==> config.mk <==
export PLATFORM = sky130hd
export DESIGN_NAME = tlb_array
export DESIGN_NICKNAME = d
export VERILOG_FILES = /design/src/rtl/tlb_pkg.sv /design/src/rtl/tlb_match.sv /design/src/rtl/tlb_pick.sv /design/src/rtl/tlb_victim.sv /design/src/rtl/tlb_array.sv
export SDC_FILE = /design/constraint.sdc
export NUM_CORES = 2
export LEC_CHECK = 0
export CORE_ASPECT_RATIO = 1.5
export CORE_MARGIN = 1.5
export CORE_UTILIZATION = 70
export DETAILED_ROUTE_END_ITERATION = 16
export DONT_BUFFER_PORTS = 1
export GPL_TIMING_DRIVEN = 0
export PLACE_DENSITY = 0.95
export SLEW_MARGIN = 20
export SYNTH_ARGS = -nofsm -noshare
export SYNTH_HDL_FRONTEND = slang
export SYNTH_HIERARCHICAL = 1
export SYNTH_SLANG_ARGS = --single-unit
==> constraint.sdc <==
create_clock -name clk -period 18.5 [get_ports clk]
set_input_delay 3.7 -clock clk [delete_from_list [all_inputs] [get_ports clk]]
set_output_delay 3.7 -clock clk [all_outputs]
set_load 0.01 [all_outputs]
==> src/rtl/tlb_pkg.sv <==
// Shared definitions for the translation buffer.
// Assumes page sizes grow by a factor of eight from an 8 KiB base.
package tlb_pkg;

    localparam int BASE_SHIFT = 13;

    typedef enum logic [2:0] {
        OP_NOP        = 3'd0,
        OP_INSERT     = 3'd1,
        OP_DEMAP_PAGE = 3'd2,
        OP_DEMAP_CTX  = 3'd3,
        OP_DEMAP_PART = 3'd4,
        OP_FLUSH      = 3'd5
    } tlb_op_e;

    // Number of offset bits for a page-size code.
    function automatic int page_shift(input logic [1:0] code);
        return BASE_SHIFT + 3 * int'(code);
    endfunction

endpackage

==> src/rtl/tlb_match.sv <==
// Parallel tag comparator. Reports, per entry, whether the entry's page
// and the probe page overlap under the partition/real/context rule.
// A probe size code of 0 reduces this to "address lies inside the page".
// Assumes entry bases are aligned to their own page size.
module tlb_match #(
    parameter int N     = 16,
    parameter int VA_W  = 32,
    parameter int PID_W = 3,
    parameter int CTX_W = 13
) (
    input  logic [N-1:0]            e_valid,
    input  logic [N-1:0]            e_real,
    input  logic [N-1:0][VA_W-1:0]  e_va,
    input  logic [N-1:0][1:0]       e_sz,
    input  logic [N-1:0][PID_W-1:0] e_pid,
    input  logic [N-1:0][CTX_W-1:0] e_ctx,
    input  logic [VA_W-1:0]         p_va,
    input  logic [1:0]              p_sz,
    input  logic [PID_W-1:0]        p_pid,
    input  logic [CTX_W-1:0]        p_ctx,
    input  logic                    p_real,
    output logic [N-1:0]            hit
);
    import tlb_pkg::*;

    localparam logic [VA_W-1:0] ONES = '1;

    logic [VA_W-1:0] p_off;
    assign p_off = ~(ONES << page_shift(p_sz));

    for (genvar g = 0; g < N; g++) begin : g_ent
        logic [VA_W-1:0] e_off;
        logic            range_ok;
        // Offset mask of this entry, then overlap under the larger page.
        always_comb begin
            e_off    = ~(ONES << page_shift(e_sz[g]));
            range_ok = (((e_va[g] ^ p_va) & ~(e_off | p_off)) == '0);
        end
        // Full match: tag fields plus range; context ignored for real pages.
        assign hit[g] = e_valid[g] && (e_real[g] == p_real) &&
                        (e_pid[g] == p_pid) && range_ok &&
                        (p_real || (e_ctx[g] == p_ctx));
    end
endmodule

==> src/rtl/tlb_pick.sv <==
// Lowest-index priority encoder. Assumes N >= 2.
module tlb_pick #(
    parameter int N  = 16,
    localparam int IW = $clog2(N)
) (
    input  logic [N-1:0]  cand,
    output logic          found,
    output logic [IW-1:0] idx
);
    // Scan from the top so the lowest set bit is left in idx.
    always_comb begin
        found = 1'b0;
        idx   = '0;
        for (int i = N - 1; i >= 0; i--) begin
            if (cand[i]) begin
                found = 1'b1;
                idx   = IW'(i);
            end
        end
    end
endmodule

==> src/rtl/tlb_victim.sv <==
// Insert slot selection: forced slot, else lowest invalid, else lowest
// unlocked and not recently used, else lowest unlocked, else the last slot.
// Assumes its inputs already reflect overlap invalidation for this insert.
module tlb_victim #(
    parameter int N  = 16,
    localparam int IW = $clog2(N)
) (
    input  logic [N-1:0]  valid,
    input  logic [N-1:0]  used,
    input  logic [N-1:0]  lock,
    input  logic          force_en,
    input  logic [IW-1:0] force_idx,
    output logic [IW-1:0] victim
);
    logic          inv_f, nru_f, unl_f;
    logic [IW-1:0] inv_i, nru_i, unl_i;

    tlb_pick #(.N(N)) u_inv (.cand(~valid),        .found(inv_f), .idx(inv_i));
    tlb_pick #(.N(N)) u_nru (.cand(~used & ~lock), .found(nru_f), .idx(nru_i));
    tlb_pick #(.N(N)) u_unl (.cand(~lock),         .found(unl_f), .idx(unl_i));

    // Apply the preference order.
    always_comb begin
        if (force_en)   victim = force_idx;
        else if (inv_f) victim = inv_i;
        else if (nru_f) victim = nru_i;
        else if (unl_f) victim = unl_i;
        else            victim = IW'(N - 1);
    end
endmodule

==> src/rtl/tlb_array.sv <==
// Fully associative translation buffer with lookup, insert, demap,
// flush and diagnostic read. One command per clock; a lookup runs in
// parallel and its result is registered. A lookup only updates used bits
// in a clock with no command. Assumes 2 <= N_ENTRIES <= 64,
// VA_W in 23..56, PID_W <= 3, CTX_W <= 13.
module tlb_array #(
    parameter int N_ENTRIES = 16,
    parameter int VA_W      = 32,
    parameter int PID_W     = 3,
    parameter int CTX_W     = 13,
    parameter int DATA_W    = 32,
    localparam int IW       = $clog2(N_ENTRIES)
) (
    input  logic              clk,
    input  logic              rst_n,
    input  logic [2:0]        cmd_op,
    input  logic [VA_W-1:0]   cmd_va,
    input  logic [PID_W-1:0]  cmd_pid,
    input  logic [CTX_W-1:0]  cmd_ctx,
    input  logic              cmd_real,
    input  logic [1:0]        ins_size,
    input  logic              ins_lock,
    input  logic              ins_force,
    input  logic [IW-1:0]     ins_idx,
    input  logic [DATA_W-1:0] ins_data,
    input  logic              lk_req,
    input  logic [VA_W-1:0]   lk_va,
    input  logic [PID_W-1:0]  lk_pid,
    input  logic [CTX_W-1:0]  lk_ctx,
    input  logic              lk_real,
    input  logic              lk_upd,
    output logic              lk_hit,
    output logic [IW-1:0]     lk_idx,
    output logic [DATA_W-1:0] lk_data,
    input  logic [IW-1:0]     rd_idx,
    output logic [63:0]       rd_tag,
    output logic [DATA_W-1:0] rd_data
);
    import tlb_pkg::*;

    localparam int N = N_ENTRIES;
    localparam logic [VA_W-1:0] ONES = '1;

    logic [N-1:0]             valid_q, used_q, lock_q, real_q;
    logic [N-1:0][VA_W-1:0]   va_q;
    logic [N-1:0][1:0]        sz_q;
    logic [N-1:0][PID_W-1:0]  pid_q;
    logic [N-1:0][CTX_W-1:0]  ctx_q;
    logic [N-1:0][DATA_W-1:0] data_q;

    tlb_op_e         op;
    logic [1:0]      probe_sz;
    logic [VA_W-1:0] va_al;
    logic [N-1:0]    cmd_hit, lk_cand, pid_eq, ctx_eq, clr;
    logic [N-1:0]    valid_clr, used_clr, valid_n, used_n;
    logic [IW-1:0]   vic, lk_i;
    logic            lk_f;

    assign op       = tlb_op_e'(cmd_op);
    assign probe_sz = (op == OP_INSERT) ? ins_size : 2'd0;
    assign va_al    = cmd_va & (ONES << page_shift(ins_size));

    // Probe for insert overlap and demap-page.
    tlb_match #(.N(N), .VA_W(VA_W), .PID_W(PID_W), .CTX_W(CTX_W)) u_cmd_match (
        .e_valid(valid_q), .e_real(real_q), .e_va(va_q), .e_sz(sz_q),
        .e_pid(pid_q), .e_ctx(ctx_q), .p_va(cmd_va), .p_sz(probe_sz),
        .p_pid(cmd_pid), .p_ctx(cmd_ctx), .p_real(cmd_real), .hit(cmd_hit)
    );

    // Probe for the lookup port.
    tlb_match #(.N(N), .VA_W(VA_W), .PID_W(PID_W), .CTX_W(CTX_W)) u_lk_match (
        .e_valid(valid_q), .e_real(real_q), .e_va(va_q), .e_sz(sz_q),
        .e_pid(pid_q), .e_ctx(ctx_q), .p_va(lk_va), .p_sz(2'd0),
        .p_pid(lk_pid), .p_ctx(lk_ctx), .p_real(lk_real), .hit(lk_cand)
    );

    tlb_pick #(.N(N)) u_lk_pick (.cand(lk_cand), .found(lk_f), .idx(lk_i));

    for (genvar g = 0; g < N; g++) begin : g_eq
        assign pid_eq[g] = (pid_q[g] == cmd_pid);
        assign ctx_eq[g] = (ctx_q[g] == cmd_ctx);
    end

    // Entries each command removes.
    always_comb begin
        case (op)
            OP_INSERT, OP_DEMAP_PAGE: clr = cmd_hit;
            OP_DEMAP_CTX:             clr = pid_eq & ctx_eq;
            OP_DEMAP_PART:            clr = pid_eq & ~lock_q;
            OP_FLUSH:                 clr = '1;
            default:                  clr = '0;
        endcase
    end

    assign valid_clr = valid_q & ~clr;
    assign used_clr  = used_q & ~clr;

    tlb_victim #(.N(N)) u_victim (
        .valid(valid_clr), .used(used_clr), .lock(lock_q),
        .force_en(ins_force), .force_idx(ins_idx), .victim(vic)
    );

    // Next valid/used vectors, including the all-used clearing rule.
    always_comb begin
        valid_n = valid_clr;
        used_n  = used_clr;
        if (op == OP_INSERT) begin
            valid_n[vic] = 1'b1;
            used_n[vic]  = 1'b1;
            if (&used_n) begin
                used_n      = '0;
                used_n[vic] = 1'b1;
            end
        end else if (op == OP_NOP && lk_req && lk_upd && lk_f) begin
            used_n[lk_i] = 1'b1;
            if (&used_n) begin
                used_n       = '0;
                used_n[lk_i] = 1'b1;
            end
        end
    end

    // Valid and used state.
    always_ff @(posedge clk) begin
        if (!rst_n) begin
            valid_q <= '0;
            used_q  <= '0;
        end else begin
            valid_q <= valid_n;
            used_q  <= used_n;
        end
    end

    // Tag and payload fields, written only by insert.
    always_ff @(posedge clk) begin
        if (rst_n && op == OP_INSERT) begin
            va_q[vic]   <= va_al;
            sz_q[vic]   <= ins_size;
            pid_q[vic]  <= cmd_pid;
            ctx_q[vic]  <= cmd_ctx;
            real_q[vic] <= cmd_real;
            lock_q[vic] <= ins_lock;
            data_q[vic] <= ins_data;
        end
    end

    // Registered lookup result.
    always_ff @(posedge clk) begin
        if (!rst_n) begin
            lk_hit  <= 1'b0;
            lk_idx  <= '0;
            lk_data <= '0;
        end else begin
            lk_hit  <= lk_req && lk_f;
            lk_idx  <= lk_i;
            lk_data <= (lk_req && lk_f) ? data_q[lk_i] : '0;
        end
    end

    // Diagnostic packing of one slot.
    always_comb begin
        rd_tag                        = '0;
        rd_tag[CTX_W-1:0]             = ctx_q[rd_idx];
        rd_tag[VA_W-1:BASE_SHIFT]     = va_q[rd_idx][VA_W-1:BASE_SHIFT];
        rd_tag[63:64-PID_W]           = pid_q[rd_idx];
        rd_tag[60]                    = real_q[rd_idx];
        rd_tag[57:56]                 = ~sz_q[rd_idx];
        rd_data                       = data_q[rd_idx];
        if (!valid_q[rd_idx]) begin
            rd_tag  = '1;
            rd_data = '1;
        end
    end
endmodule

==> results by group, run 1 <==
CTS
  – Root buf cell: clkbuf_16
  – Post-CTS Setup Repair Bufs: 0
  – Hold buffers post-CTS: 0
  – Clock sink count: 1413
  – CTS max path bufs: 3
  – H-tree depth: 4
  – Post-CTS resize count: 0
  – Num CTS Buffers: 136

Placed design
  – DP HPWL: 292 mm
  – Routability Congestion: 1.31
  – IO Port Bufs: 0
  – Placed Area: 89000 um2

Global route
  – First-pass GRT wire length: 690 mm
  – Largest net degree at the start of global routing: 27
  – Total gr overflow: 1452
  – Total GRT Usage: 0.802
  – Vias in the first global route: 78489

Status
  – Halt Stage: global routing (5_1_grt)
  – Error: [ERROR GRT-0116] Global routing finished with congestion. Check the congestion regions in the DRC Viewer.
  – Status: did not finish

Synthesis
  – Area share of the leading cell type in the synthesized netlist: 0.480
  – Post-synth EDFFs: 1344
  – Top FF cell, synth: edfxtp_1
  – Seq cells post-synth: 1413
  – Asr flop ratio synth: 0
  – Syn Area/Cell: 13.8 um2
  – Seq/Total Area, Yosys: 0.496
  – Top cells by area, synth: edfxtp_1 48%, mux4_2 14%, xnor2_1 12%
  – Cells after synthesis: 6118
  – Synth unique cells: 81
  – Synthesized cell area: 84200 um2
  – Yosys top cell by area: edfxtp_1
  – Syn. warnings: 6

Floorplan
  – Initial Util: 0.707
  – Die Ht: 428 um
  – IO Count: 282
  – Core Rows: 155
  – Die width: 286 um
[Yosys cell counts (17+ instances only)]
library cell / instances
a21o_1: 17
o2111ai_1: 51
o221ai_1: 22
edfxtp_1: 1344
clkbuf_1: 160
a21oi_1: 104
buf_4: 54
nand2_1: 111
o22ai_1: 23
o21ai_0: 83
nor2b_1: 18
and3_1: 22
dfxtp_1: 69
buf_1: 53
mux4_2: 515
a41oi_1: 52
buf_2: 164
nor2_1: 143
o31ai_1: 23
nor3_1: 50
and2_1: 60
nor4_1: 148
nand4_1: 266
o211ai_1: 45
xnor2_1: 1120
nor3b_1: 18
inv_1: 143
nor4_2: 18
ha_1: 170
xor2_1: 695
nand2b_1: 82
nand3_1: 61
a31oi_1: 30
[routing by layer]
layer  GRT overflow  global-route usage
met2            838               0.961
met3             34               0.661
met1             24               0.793
met5              5               0.354
met4            551               0.810
[cell families after synthesis]
kind of cell               synth area share
xor gates and xnor gates              0.189
muxes                                 0.138
AOI/OAI and AO/OA                    0.0469
adders and majority gates            0.0253
buffers and inverters                0.0318
and+or+nand+nor                      0.0731
other                             0.0000446
DFF                                   0.496
[through the flow]
stage / setup TNS, ns / hold slack, ns / worst slack (ns) / instances / utilization
after floorplan: 0 / 0.465 / 6.89 / 6157 / -
after global placement: -3198.49 / 0.489 / -3.16 / 7727 / 0.725
after detailed placement: 0 / 0.537 / 4.48 / 7843 / 0.748
after CTS: 0 / 0.585 / 4.66 / 8091 / 0.786
==> inputs of run 2 (changes only) <==
--- a/config.mk
+++ b/config.mk
@@ -5,13 +5,12 @@
 export SDC_FILE = /design/constraint.sdc
 export NUM_CORES = 2
 export LEC_CHECK = 0
-export CORE_ASPECT_RATIO = 1.5
 export CORE_MARGIN = 1.5
-export CORE_UTILIZATION = 70
+export CORE_UTILIZATION = 40
 export DETAILED_ROUTE_END_ITERATION = 16
 export DONT_BUFFER_PORTS = 1
 export GPL_TIMING_DRIVEN = 0
-export PLACE_DENSITY = 0.95
+export PLACE_DENSITY_LB_ADDON = 0.15
 export SLEW_MARGIN = 20
 export SYNTH_ARGS = -nofsm -noshare
 export SYNTH_HDL_FRONTEND = slang
==> run 2 against run 1 <==
- the flow now finishes, with violations (max-slew violations)
- synthesized cell count is the same
- area after synthesis is the same
==> results by group, run 2 <==
Worst setup path
  – WP data arrival: 13.29 ns
  – Worst path most repeated cell: nor2_1
  – CP max-delay cell: nor4_1
  – CP Class: primary input to flip-flop
  – Critical Path RT: 19.24 ns
  – Crit path max fanout: 10
  – Launch point of the critical path: cmd_op[1]
  – Max incr delay on CP: 1.26 ns
  – CP endpoint kind: flip-flop
  – Crit path launch type: primary input
  – RR Startpoint: sz_q[2]$_DFFE_PP_

Detailed routing
  – Vias post-DR: 61050
  – Violation count after the first detailed-route iteration: 9131
  – Post-DR wirelength/cell: 42.8 um
  – DR vias/cell: 6.47
  – Wirelength, routed: 404 mm
  – Residual DRC: 0
  – Pre-antenna DRT Iters: 5
  – Antenna Nets Post-Route: 0

CTS
  – Hold buffers post-CTS: 0
  – TritonCTS clock tree: done
  – Post-CTS Setup Repair Bufs: 0
  – Clk Latency, worst-skew pair: 0.86 ns
  – Reg clk slew, reported paths: 0.06 ns
  – Num CTS Buffers: 164
  – H-tree depth: 4
  – Post-CTS resize count: 0
  – Root buf cell: clkbuf_16
  – Clock sink count: 1413
  – CTS max path bufs: 3

Synthesis
  – Top FF cell, synth: edfxtp_1
  – Area share of the leading cell type in the synthesized netlist: 0.480
  – Syn. warnings: 6
  – Top-count cell post-synth: edfxtp_1
  – Asr flop ratio synth: 0
  – Yosys top cell by area: edfxtp_1
  – Synthesized cell area: 84200 um2
  – Post-synth EDFFs: 1344
  – Cells after synthesis: 6118
  – Seq/Total Area, Yosys: 0.496
  – Syn Area/Cell: 13.8 um2
  – Top cells by area, synth: edfxtp_1 48%, mux4_2 14%, xnor2_1 12%
  – Synth unique cells: 81
  – Synth top cells by count: 1344 x edfxtp_1, 1120 x xnor2_1, 695 x xor2_1
  – Seq cells post-synth: 1413

Cells and area
  – Nets: 6784
  – Area grow syn2layout: 15.1%
  – Layout cell share with drive strength beyond 1: 0.200
  – Largest registers: data_q: 512 flops, va_q: 512 flops, ctx_q: 208 flops
  – Final core utilization: 0.463
  – Fillcell total: 18733
  – Final std cells w/o fill: 9434
  – Most common cell after layout, fill and taps aside: edfxtp_1
  – Most frequent cells in the layout: 1344 x edfxtp_1, 1120 x xnor2_1, 695 x xor2_1

Power and ir drop
  – Leakage power: 30.1 nW
  – Net Sw Power: 1.97 mW
  – Fraction of power spent switching nets: 0.254
  – Sequential share of power: 0.455
  – Clock power share: 0.446
  – Total power: 7.74 mW
  – Power per cell area: 79.9 nW/um2
  – Internal Dissipation: 5.77 mW
  – Max VDD drop: 0.0000981 V
  – Combinational share of power: 0.098

Timing
  – Hold Vio Cnt, Final: 0
  – RSZ-0062 raised after global routing: false
  – Final Worst Setup Slack: 5.95 ns
  – Normalized max-slew margin: -0.193
  – Worst-Margin Slew: 1.77 ns
  – Layout Skew: 0.0662 ns
  – Period utilization: 0.678
  – Max Fclk: 79.7 MHz
  – Tmin final: 12.55 ns
  – Slew Viols, Final: 4
  – # setup viols final: 0

Floorplan
  – Die Ht: 462 um
  – IO Count: 282
  – Initial Util: 0.402
  – Die width: 462 um
  – Core area: 209000 um2
  – Core Rows: 168
  – Die ar.: 213000 um2

Global route
  – Initial antenna violation count: 30
  – Total GRT Usage: 0.373
  – First-pass GRT wire length: 531 mm
  – Largest net degree at the start of global routing: 27
  – Vias in the first global route: 57916
  – Total gr overflow: 0

Placed design
  – DP HPWL: 306 mm
  – Placed Cells: 9099
  – DP Worst Slack: 5.72 ns
  – IO Port Bufs: 0
  – Routability Congestion: 1.05

Worst hold path
  – Hold Crit Class: flip-flop to flip-flop
  – Hold Crit Start: used_q[6]$_SDFF_PN0_

Status
  – Status: finished with violations
  – Failing checks: max-slew violations

Flow run
  – Number of max-cap violations: 0
## run 2: critical path, delay by kind of cell
family / cells / cell delay (ns)
and+or+nand+nor: 12 / 5.07
AOI/OAI and AO/OA: 10 / 2.84
buffers and inverters: 4 / 1.46
adders and majority gates: 1 / 0.17
## run 2: layer usage
layer	wire length [um]	global-route usage
met5	92	0
met3	46600	0.107
met4	21700	0.168
met2	175000	0.553
met1	161000	0.506
## run 2: layout make-up
| type | count | area (um2) | area share |
|---|---|---|---|
| Sequential cell | 1413 | 41700 | 0.431 |
| Buffer | 442 | 2220 | 0.0229 |
| Tap cell | 2805 | 3510 | 0.0362 |
| Multi-Input combinational cell | 4159 | 40400 | 0.417 |
| Inverter | 143 | 537 | 0.00554 |
| Timing Repair Buffer | 142 | 2730 | 0.0281 |
| Clock inverter | 81 | 1130 | 0.0117 |
| Antenna cell | 24 | 60.1 | 0.000620 |
| Clock buffer | 225 | 4560 | 0.0471 |
## run 2: path summary, 6_finish.rpt
kind                          end  slack (ns)  depth (start not counted)
max          used_q[8]$_SDFF_PN0_        5.95                         27
min          used_q[6]$_SDFF_PN0_        0.51                          2
max reg2reg  used_q[8]$_SDFF_PN0_        9.83                         25
min reg2reg  used_q[6]$_SDFF_PN0_        0.51                          2
## run 2: cell families after synthesis
kind of cell    after synthesis  share of synthesized area
compound gates              552                     0.0469
xor+xnor                   1815                      0.189
fa+ha+maj                   170                     0.0253
buf+inv                     585                     0.0318
flops                      1413                      0.496
mux                         517                      0.138
other cells                   1                  0.0000446
simple gates               1065                     0.0731
## run 2: per-stage QoR
step                 TNS, ns  area [um2]  hold WS [ns]
global placement    -6084.86       87800         0.490
floorplan                  0       84300         0.465
CTS                        0       96700         0.506
finish                     0       96900         0.508
global route               0       96800         0.547
detailed placement         0       91000         0.496
## run 2: power by group through the flow
| stage | clock network (mW) | registers, mW | logic, mW |
|---|---|---|---|
| after global placement | 0 | 3.59 | 0.705 |
| final | 3.45 | 3.52 | 0.762 |
| after floorplan | 0 | 3.58 | 0.447 |
| after CTS | 3.48 | 3.52 | 0.720 |
| after detailed placement | 0 | 3.59 | 0.717 |
| after global routing | 3.59 | 3.52 | 0.770 |
Power figures use the tool's default switching activity.
